$ cat config.mk
export PLATFORM = sky130hd
export DESIGN_NAME = rxdesc_ring_writer
export DESIGN_NICKNAME = d
export VERILOG_FILES = /design/src/rtl/rxd_pkg.sv /design/src/rtl/rxd_ring_ptr.sv /design/src/rtl/rxd_byte_packer.sv /design/src/rtl/rxd_status_fmt.sv /design/src/rtl/rxdesc_ring_writer.sv
export SDC_FILE = /design/constraint.sdc
export NUM_CORES = 1
export LEC_CHECK = 0
export ABC_CLOCK_PERIOD_IN_PS = 5600
export BUFFER_PORTS_ARGS = -buffer_cell sky130_fd_sc_hd__buf_4
export CAP_MARGIN = 20
export CORE_ASPECT_RATIO = 0.8
export CORE_MARGIN = 10
export CORE_UTILIZATION = 45
export DETAILED_ROUTE_END_ITERATION = 8
export PLACE_DENSITY_LB_ADDON = 0.12
export SLEW_MARGIN = 15
export SYNTH_ARGS = -nofsm -noshare
export SYNTH_HDL_FRONTEND = slang
export SYNTH_SLANG_ARGS = --single-unit
$ cat constraint.sdc
create_clock -name clk -period 5.6 [get_ports clk]
set_input_delay 0.84 -clock clk [delete_from_list [all_inputs] [get_ports clk]]
set_output_delay 0.84 -clock clk [all_outputs]
set_load 0.01 [all_outputs]
$ cat src/rtl/rxd_pkg.sv
package rxd_pkg;
   typedef enum logic [2:0] {
      ST_IDLE, ST_RD_STAT, ST_RD_CTRL, ST_RD_BUF, ST_RECV, ST_WR_DATA, ST_WR_STAT
   } rxd_state_t;

   localparam int OWN_BIT    = 31;
   localparam int WRAP_BIT   = 25;
   localparam int ERR_BIT    = 15;
   localparam int LAST_BIT   = 8;
   localparam int LEN_LSB    = 16;
   localparam int LEN_FLD_W  = OWN_BIT - LEN_LSB;
   localparam int CTRL_OFS   = 4;
   localparam int BUF_OFS    = 8;
   localparam int DESC_BYTES = 16;
   localparam int WORD_BYTES = 4;
endpackage

$ cat src/rtl/rxd_ring_ptr.sv
module rxd_ring_ptr #(
   parameter int ADDR_W = 32,
   parameter int STRIDE = 16
) (
   input  logic              clk,
   input  logic              rst_n,
   input  logic              load,
   input  logic [ADDR_W-1:0] base,
   input  logic              step,
   input  logic              wrap,
   output logic [ADDR_W-1:0] cur
);
   logic [ADDR_W-1:0] cur_q;

   always_ff @(posedge clk) begin
      if (!rst_n)    cur_q <= '0;
      else if (load) cur_q <= base;
      else if (step) cur_q <= wrap ? base : cur_q + ADDR_W'(STRIDE);
   end

   assign cur = cur_q;

   a_r8_step_aligned: assert property (@(posedge clk) disable iff (!rst_n)
      (step && !wrap && !load) |=> (cur_q[3:0] == $past(cur_q[3:0])));
endmodule

$ cat src/rtl/rxd_byte_packer.sv
module rxd_byte_packer #(
   parameter bit BIG_ENDIAN = 1'b0
) (
   input  logic        clk,
   input  logic        rst_n,
   input  logic        clr,
   input  logic        push,
   input  logic [7:0]  din,
   output logic [31:0] word,
   output logic [2:0]  fill
);
   logic [31:0] word_q;
   logic [2:0]  fill_q;
   logic [1:0]  lane;

   generate
      if (BIG_ENDIAN) begin : g_be
         assign lane = 2'd3 - fill_q[1:0];
      end else begin : g_le
         assign lane = fill_q[1:0];
      end
   endgenerate

   always_ff @(posedge clk) begin
      if (!rst_n || clr) begin
         word_q <= '0;
         fill_q <= '0;
      end else if (push) begin
         word_q[{lane, 3'b000} +: 8] <= din;
         fill_q <= fill_q + 3'd1;
      end
   end

   assign word = word_q;
   assign fill = fill_q;

   a_r4_no_overfill: assert property (@(posedge clk) disable iff (!rst_n)
      push |-> (fill_q < 3'd4));
endmodule

$ cat src/rtl/rxd_status_fmt.sv
module rxd_status_fmt
   import rxd_pkg::*;
#(
   parameter int LEN_W = 11
) (
   input  logic [LEN_W-1:0] len,
   input  logic             err,
   output logic [31:0]      word
);
   always_comb begin
      word                          = '0;
      word[LEN_LSB +: LEN_FLD_W]    = LEN_FLD_W'(len);
      word[ERR_BIT]                 = err;
      word[LAST_BIT]                = 1'b1;
   end
endmodule

$ cat src/rtl/rxdesc_ring_writer.sv
module rxdesc_ring_writer
   import rxd_pkg::*;
#(
   parameter int ADDR_W     = 32,
   parameter int SIZE_W     = 11,
   parameter bit BIG_ENDIAN = 1'b0
) (
   input  logic              clk,
   input  logic              rst_n,
   input  logic              run_en,
   input  logic [ADDR_W-1:0] ring_base,
   input  logic              in_valid,
   input  logic [7:0]        in_data,
   input  logic              in_last,
   input  logic              in_err,
   output logic              in_ready,
   output logic              mem_req,
   output logic              mem_we,
   output logic [ADDR_W-1:0] mem_addr,
   output logic [31:0]       mem_wdata,
   input  logic [31:0]       mem_rdata,
   input  logic              mem_ack
);
   generate
      if (SIZE_W < 1 || SIZE_W > LEN_FLD_W) begin : g_bad_size
         $error("SIZE_W must lie between 1 and the length field width");
      end
      if (ADDR_W < 8 || ADDR_W > 32) begin : g_bad_addr
         $error("ADDR_W must lie between 8 and 32");
      end
   endgenerate

   rxd_state_t        state_q, state_d;
   logic              started_q, own_q, wrap_q, err_q, done_q;
   logic [SIZE_W-1:0] size_q, stored_q;
   logic [ADDR_W-1:0] wptr_q, cur_addr;
   logic [31:0]       pack_word, stat_word;
   logic [2:0]        fill, fill_after;
   logic              accept, keep, clr, ptr_load, ptr_step;
   logic              unused_rdata;

   assign unused_rdata = ^mem_rdata;

   assign in_ready   = (state_q == ST_RECV);
   assign accept     = in_valid && in_ready;
   assign keep       = accept && (stored_q < size_q);
   assign fill_after = fill + {2'b00, keep};
   assign clr        = (state_q == ST_WR_DATA) && mem_ack;
   assign ptr_load   = (state_q == ST_IDLE) && run_en && !started_q;
   assign ptr_step   = (state_q == ST_WR_STAT) && mem_ack;

   rxd_ring_ptr #(.ADDR_W(ADDR_W), .STRIDE(DESC_BYTES)) u_ptr (
      .clk(clk), .rst_n(rst_n), .load(ptr_load), .base(ring_base),
      .step(ptr_step), .wrap(wrap_q), .cur(cur_addr));

   rxd_byte_packer #(.BIG_ENDIAN(BIG_ENDIAN)) u_pack (
      .clk(clk), .rst_n(rst_n), .clr(clr), .push(keep), .din(in_data),
      .word(pack_word), .fill(fill));

   rxd_status_fmt #(.LEN_W(SIZE_W)) u_fmt (
      .len(stored_q), .err(err_q), .word(stat_word));

   // memory port decode
   always_comb begin
      mem_req   = 1'b0;
      mem_we    = 1'b0;
      mem_addr  = cur_addr;
      mem_wdata = '0;
      unique case (state_q)
         ST_RD_STAT: mem_req = 1'b1;
         ST_RD_CTRL: begin mem_req = 1'b1; mem_addr = cur_addr + ADDR_W'(CTRL_OFS); end
         ST_RD_BUF:  begin mem_req = 1'b1; mem_addr = cur_addr + ADDR_W'(BUF_OFS); end
         ST_WR_DATA: begin mem_req = 1'b1; mem_we = 1'b1; mem_addr = wptr_q; mem_wdata = pack_word; end
         ST_WR_STAT: begin mem_req = 1'b1; mem_we = 1'b1; mem_wdata = stat_word; end
         default: ;
      endcase
   end

   // sequencing
   always_comb begin
      state_d = state_q;
      unique case (state_q)
         ST_IDLE:    if (run_en) state_d = ST_RD_STAT;
         ST_RD_STAT: if (mem_ack) begin
                        if (mem_rdata[OWN_BIT]) state_d = ST_RD_CTRL;
                        else if (!run_en)       state_d = ST_IDLE;
                     end
         ST_RD_CTRL: if (mem_ack) state_d = ST_RD_BUF;
         ST_RD_BUF:  if (mem_ack) state_d = ST_RECV;
         ST_RECV:    if (accept) begin
                        if (in_last)                 state_d = (fill_after != 3'd0) ? ST_WR_DATA : ST_WR_STAT;
                        else if (fill_after == 3'd4) state_d = ST_WR_DATA;
                     end
         ST_WR_DATA: if (mem_ack) state_d = done_q ? ST_WR_STAT : ST_RECV;
         ST_WR_STAT: if (mem_ack) state_d = run_en ? ST_RD_STAT : ST_IDLE;
         default:    state_d = ST_IDLE;
      endcase
   end

   always_ff @(posedge clk) begin
      if (!rst_n) begin
         state_q   <= ST_IDLE;
         started_q <= 1'b0;
         own_q     <= 1'b0;
         wrap_q    <= 1'b0;
         err_q     <= 1'b0;
         done_q    <= 1'b0;
         size_q    <= '0;
         stored_q  <= '0;
         wptr_q    <= '0;
      end else begin
         state_q <= state_d;
         if (ptr_load) started_q <= 1'b1;
         if (state_q == ST_RD_STAT && mem_ack && mem_rdata[OWN_BIT]) own_q <= 1'b1;
         if (state_q == ST_RD_CTRL && mem_ack) begin
            size_q <= mem_rdata[SIZE_W-1:0];
            wrap_q <= mem_rdata[WRAP_BIT];
         end
         if (state_q == ST_RD_BUF && mem_ack) begin
            wptr_q   <= mem_rdata[ADDR_W-1:0];
            stored_q <= '0;
            err_q    <= 1'b0;
            done_q   <= 1'b0;
         end
         if (accept) begin
            if (keep) stored_q <= stored_q + SIZE_W'(1);
            err_q <= err_q | in_err | !keep;
            if (in_last) done_q <= 1'b1;
         end
         if (clr)      wptr_q <= wptr_q + ADDR_W'(WORD_BYTES);
         if (ptr_step) own_q  <= 1'b0;
      end
   end

   a_r1_quiet_after_reset: assert property (@(posedge clk)
      !rst_n |=> (!mem_req && !in_ready));

   a_r2_no_req_before_start: assert property (@(posedge clk) disable iff (!rst_n)
      !started_q |-> !mem_req);

   a_r3_write_only_owned: assert property (@(posedge clk) disable iff (!rst_n)
      (mem_req && mem_we) |-> own_q);

   a_r3_accept_only_owned: assert property (@(posedge clk) disable iff (!rst_n)
      in_ready |-> own_q);

   a_r5_status_bits: assert property (@(posedge clk) disable iff (!rst_n)
      (mem_req && mem_we && mem_addr == cur_addr) |-> (!mem_wdata[OWN_BIT] && mem_wdata[LAST_BIT]));

   a_r7_len_in_buffer: assert property (@(posedge clk) disable iff (!rst_n)
      (state_q == ST_WR_STAT) |-> (mem_wdata[LEN_LSB +: SIZE_W] <= size_q));

   a_r10_hold_request: assert property (@(posedge clk) disable iff (!rst_n)
      (mem_req && !mem_ack) |=> (mem_req && $stable(mem_addr) && $stable(mem_we) && $stable(mem_wdata)));
endmodule

# Word level (Yosys, flattened, before mapping)
# Cells that the tools add are included.
dict set report totals {
  regBits 128
  output_inout_bits 67
}
dict set report op_classes {
  bitwise 2
  reduce_logical 20
  n_addsub 8
  n_lt_le_gt_ge 1
  n_mux 33
  eq_ne 16
  shift 2
}
# op count
set op_table {}
lappend op_table {{$mux 32} 5}
lappend op_table {{$pmux 32 s3} 1}
lappend op_table {{$add 32x3->32 const B} 2}
lappend op_table {{$pmux 32 s2} 1}
lappend op_table {{$mux 11} 3}
lappend op_table {{$mux 3} 11}
lappend op_table {{$add 32x4->32 const B} 1}
lappend op_table {{$add 32x5->32 const B} 1}
lappend op_table {{$bwmux 32} 1}
lappend op_table {{$shift 8x7->32 const A} 1}
lappend op_table {{$shiftx 8x7->32} 1}
lappend op_table {{$pmux 3 s7} 1}
lappend op_table {{$eq 3x3->1 const B} 4}
lappend op_table {{$ne 2x2->1 const B} 6}
lappend op_table {{$add 11x1->11 const B} 1}
lappend op_table {{$lt 11x11->1} 1}
lappend op_table {{$reduce_and 9->1} 1}
lappend op_table {{$logic_and 1x1->1} 8}
lappend op_table {{$mux 1} 8}
lappend op_table {{$neg 5->7} 1}
lappend op_table {{$eq 3x2->1 const B} 2}
lappend op_table {{$reduce_bool 2->1} 3}
lappend op_table {{$reduce_or 5->1} 1}
lappend op_table {{$mux 2} 2}
lappend op_table {{12 further kinds} 15}

# Depth between registers and ports, before layout
dict set report logic_depth {
  word_depth 9
  ltp_mapped 14
  depth_no_buf 13
}

# Modules after synthesis
# From an unflattened synthesis, not the netlist that was laid out.
dict set report unflattened {
  hier_cells 1212
  area_unflattened_um2 9131.3
}
# mod instances area_per_inst_um2 seq_area_each_um2 cells_each
set modules_own_cells {}
lappend modules_own_cells {rxdesc_ring_writer 1 5426.5 1221.2 769}
lappend modules_own_cells {rxd_ring_ptr 1 2042.0 640.6 254}
lappend modules_own_cells {rxd_byte_packer 1 1415.1 700.7 155}
lappend modules_own_cells {rxd_status_fmt 1 247.7 0.0 34}

# Least setup slack after synthesis
# Ideal clock, no wire load.
dict set report synth_timing {
  path_type {reg2reg}
  start {reg stored_q[2]}
  end {reg state_q[1]}
  path_slack_ns 2.365
  required_ns 5.530
  stages_incl_launch_ff 14
  n_path_buf 1
  t_arrival_ns 3.165
  path_cell_list {dfxtp_1 -> ha_1 -> a21oi_1 -> o21ai_0 -> a2111o_1 -> buf_2 -> nor2_1 -> ha_1 -> ha_1 -> or3b_2 -> o31ai_1 -> a211oi_1 -> a211o_1 -> a21oi_1}
}
dict set report synth_between {
  elab_chain_len 8
  elab_cells_between_ends 11
}
# item line
set synth_lines {}
lappend synth_lines {{start, declared} rxdesc_ring_writer.sv:35} ;# logic [SIZE_W-1:0] size_q, stored_q;
lappend synth_lines {{start signal, assigned} rxdesc_ring_writer.sv:126} ;# if (keep) stored_q <= stored_q + SIZE_W'(1);
lappend synth_lines {{$lt 11x11->1 *} rxdesc_ring_writer.sv:46} ;# assign keep = accept && (stored_q < size_q);
lappend synth_lines {{$logic_and 1x1->1 *} rxdesc_ring_writer.sv:46}
lappend synth_lines {{$add 3x1->3 *} rxdesc_ring_writer.sv:47} ;# assign fill_after = fill + {2'b00, keep};
lappend synth_lines {{$reduce_bool 3->1} rxdesc_ring_writer.sv:91} ;# if (in_last) state_d = (fill_after != 3'd0) ? ST_WR_DATA : ST_WR_STAT;
lappend synth_lines {{$mux 2} rxdesc_ring_writer.sv:91}
lappend synth_lines {{$mux 3} rxdesc_ring_writer.sv:91}
lappend synth_lines {{$mux 3} rxdesc_ring_writer.sv:90} ;# ST_RECV: if (accept) begin
lappend synth_lines {{$pmux 3 s7} rxdesc_ring_writer.sv:82} ;# unique case (state_q)
lappend synth_lines {{end signal, assigned} rxdesc_ring_writer.sv:112} ;# state_q <= state_d;
lappend synth_lines {{end, declared} rxdesc_ring_writer.sv:33} ;# rxd_state_t state_q, state_d;
# Mark *: on every way between the ends. The rest lies on a longest branch, timed or not. The select of a mux whose other input is x is not followed.
# A chain may end at the register's enable or synchronous reset.

# Worst setup path after layout
dict set report layout_timing {
  start {reg u_ptr.cur_q[5] (netlist: u_ptr.cur[5])}
  end {out mem_addr[30]}
}
dict set report layout_between {
  elab_chain_len 2
  elab_cells_between_ends 3
}
# item line
set layout_lines {}
lappend layout_lines {{start, declared} rxd_ring_ptr.sv:13} ;# logic [ADDR_W-1:0] cur_q;
lappend layout_lines {{start signal, assigned} rxd_ring_ptr.sv:17} ;# else if (load) cur_q <= base;
lappend layout_lines {{start signal, assigned} rxd_ring_ptr.sv:18} ;# else if (step) cur_q <= wrap ? base : cur_q + ADDR_W'(STRIDE);
lappend layout_lines {{$add 32x4->32 or $add 32x3->32 (tied branches)} {rxdesc_ring_writer.sv:72, rxdesc_ring_writer.sv:71}}
lappend layout_lines {{$pmux 32 s3 *} rxdesc_ring_writer.sv:69} ;# unique case (state_q)
lappend layout_lines {{end, declared} rxdesc_ring_writer.sv:19} ;# output logic [ADDR_W-1:0] mem_addr,
# Mark *: on every way between the ends. The rest lies on a longest branch, timed or not.

==> metrics.cfg <==
[status]
status=finished, final reports clean

[worst_setup_path]
cp_data_arrival_time_ns=3.51
worstRegToRegCells=11
rrSetupSlack_ns=1.67
path_depth=7
required_ns=4.76
cp_slowest_cell=nor3_2
crit_fanout=14
reg2reg_to=state_q[1]$_SDFFE_PN0P_
crit_type=register to output port
crit_chain=ha_1, nand4_1, nor3_2, nand3_1, or4_1, nand3_1, buf_4
cp_top_family=simple AND/OR/NAND/NOR gates
worst-path-buf-inv=1
worst_setup_path_start_kind=register
r2r-start=state_q[2]$_SDFFE_PN0P_
end_kind=output port
crit_path_frequent_cell=nand3_1
cpPeakStageDelay_ns=0.80

[yosys]
yosysWarnings=0
syn_area_um2=8526
synthAdderAreaFrac_pct=3.493
synth_compound_gate_area_share_pct=26.83
synth_cells=1132
synth-main-ff-cell=dfxtp_1
synth_xor_xnor_area_share_pct=0.4109
avgSynthCellArea_um2=7.532
syn_nets=1234
synth_cell_types=78
synth_top_area_cell=dfxtp_1
synth.yosys.seq_area_share_pct=30.06
ys_async_sr_fraction_pct=0
synth_edf_count=0
synth_top_area_share_pct=30.06
synthMuxAreaShare_pct=5.342
synth_top_family_by_area=simple AND/OR/NAND/NOR gates
synth_seq_cells=128
netlist_top_cells_area=dfxtp_1 (30%), nand2_1 (8.5%), a21oi_1 (5.2%)
synthSimpleGateAreaFrac_pct=27.99

[floorplanning]
fp.dieW_um=173.9
die_area_um2=24890
num_rows=44
core_um2=18390
start_util_pct=46.37
io_pins=146
fp.dieH_um=143.1

[timing]
hold_viol=0
relSlewSlack_pct=32.20
fin_crit_sh_pct=77.74
fin_crit_ns=4.354
fin_skew_ns=0.01948
holdWs_ns=0.4568
fin_setup_tns_ns=0
setup_viol=0
rsz0062_at_grt=false
fin_ws_ns=1.246
drv_slew=0
fmax_ghz=0.2297
worst_slew_pin_slew_ns=1.016

[final_layout]
synthToLayoutAreaGrowth_pct=20.40
post-route-util_pct=55.82
nets=1316
diodes=0
layout-drive-gt1-share_pct=18.26
layout.cells.non_filler=1480

[global_route]
grt_pass1_wl_mm=47.76
grtUsageTotal_pct=23.84
grt_use_met3_pct=5.903
grt_max_degree=47
top_usage_layer=met1
grt_use_met1_pct=36.49
grt_util_met2_pct=31.90
gr-total-overflow=0
grt_pass1_vias=8069
antenna_found_initial=0

[clocking]
numCtsBuffers=17
clk_pin_slew_ns=0.06
clk_latency_ns=0.43
cts_resized=0
cts_buffer_depth=2
h-tree-depth=4
clock_sinks=128
cts-root-buf=clkbuf_16
cts_tree=built
post-cts-setup-buffers=0
ctsHoldBuffers=0

[route]
drc_errors=0
drt_iter0_markers=1043
dr.pass1.iters=5
ant_nets=0
viasPerCell=6.168
wl_per_cell_um=20.95
wl_mm=31.00
vias=9129

[worst_hold_path]
min_to=u_pack.word[29]$_SDFFE_PP0P_
whs_path_depth=2
hold_class=register to register
min_from=u_pack.word[29]$_SDFFE_PP0P_

[power]
peakVddDrop_mv=0.1792
leakagePower_nw=4.005
power_density_nw_per_um2=285.1

[placed_design]
dp.cells=1447
portBuffers=145
place_congestion=0.9708
place_ws_ns=1.747
dpl.hpwl_mm=22.54

[job]
cap_violations=0

==> layout make-up <==
cell class              count  area, um2
multi-input cells         884       5472
well taps                 253      316.6
clock inverters            15      209.0
fillers                  1787       8123
clock buffers              17      425.4
inverters                  25      93.84
repair buffers            158       1186
flip-flops and latches    128       2562
==> cells in the mapped netlist, types with 8 or more instances <==
| master | instances |
|---|---|
| o311ai_0 | 8 |
| a21o_1 | 10 |
| nor2_1 | 68 |
| a22o_1 | 18 |
| a21oi_1 | 89 |
| dfxtp_1 | 128 |
| o22ai_1 | 15 |
| inv_1 | 24 |
| and2_1 | 27 |
| a311oi_1 | 14 |
| nand3_1 | 41 |
| o211ai_1 | 11 |
| nor3_1 | 27 |
| a211oi_1 | 18 |
| buf_2 | 26 |
| ha_1 | 23 |
| a31oi_1 | 14 |
| and3_1 | 18 |
| nor4_1 | 10 |
| clkbuf_1 | 55 |
| a22oi_1 | 12 |
| nand2_1 | 194 |
| nand4_1 | 29 |
| o31a_1 | 8 |
| o21ai_0 | 63 |
| mux2i_1 | 41 |
==> routing by layer <==
layer  vias to the layer above  wire (um)  share of wire, %
li1                       4363          -                 -
met1                      4304      15070                49
met2                       429      12490                40
met3                        33       3046               9.8
met4                         0        393               1.3
met5                         -          0                 0
==> power by group <==
group / internal (W) / switching, W / total (W)
Combinational: 0.000256 / 0.000401 / 0.000657
Sequential: 0.000954 / 0.0000971 / 0.00105
Clock: 0.000752 / 0.000466 / 0.00122
Total: 0.00196 / 0.000964 / 0.00293
==> metrics by stage <==
stage                     cell area (um2)  power (W)
final                               10260   0.002926
after global routing                10260   0.003045
after CTS                           10260   0.002928
after detailed placement             9623   0.001713
after global placement               9623   0.001711
after floorplan                      8526   0.001464
==> state kept, by name (all words and copies together), names as in the netlist <==
register,flops
state_q,3
u_pack.fill,3
size_q,11
wptr_q,32
err_q,1
started_q,1
u_ptr.cur,32
done_q,1
wrap_q,1
u_pack.word,32
stored_q,11
==> placed cells by master (no fill, tap or decap), types with 5 or more instances in the layout <==
cell type  instances
buf_4            157
o21ai_0           63
o22ai_1           15
nand2b_1           7
a211oi_1          18
o31ai_1            6
o311ai_0           8
nand2_1          194
ha_1              23
or3_1              7
and4_1             7
a311oi_1          14
clkbuf_16         17
o211ai_1          11
a22oi_1           12
a21o_1            10
nor4_1            10
a221o_1            7
or4_1              5
a31oi_1           14
nand4_1           29
nor2_1            66
clkinv_4           6
nor3_1            27
and3_1            18
dfxtp_1          128
a21oi_1           89
inv_1             24
nand3_1           41
and2_1            27
o31a_1             8
mux2i_1           41
a22o_1            18
==> tightest hold or removal path: stages, from the launching register on <==
cell and delay [ns]:
dfxtp_1 0.31, nand2_1 0.05, mux2i_1 0.06
==> cell families (layout without fill, tap and decap cells) <==
kind of cell | after synthesis | count (layout)
buffers and inverters | 120 | 215
adder cells (fa/ha/maj) | 24 | 24
AND/OR/NAND/NOR | 471 | 471
flip-flops | 128 | 128
XOR/XNOR | 4 | 4
multiplexers | 45 | 45
AO/OA/AOI/OAI | 340 | 340
==> worst max path at each step <==
stage                              start                       to  slack (ns)
2_1_floorplan     stored_q[2]$_SDFF_PN0_  state_q[1]$_SDFFE_PN0P_        2.37
3_3_place_gp     state_q[1]$_SDFFE_PN0P_             mem_addr[29]        1.80
3_5_place_dp     state_q[2]$_SDFFE_PN0P_  state_q[1]$_SDFFE_PN0P_        1.75
4_1_cts          state_q[1]$_SDFFE_PN0P_             mem_addr[25]        1.31
5_1_grt          state_q[1]$_SDFFE_PN0P_             mem_addr[29]        1.03
6_report       u_ptr.cur[5]$_SDFFE_PN0P_             mem_addr[30]        1.25
No activity file was read; power rests on OpenSTA's default activity.
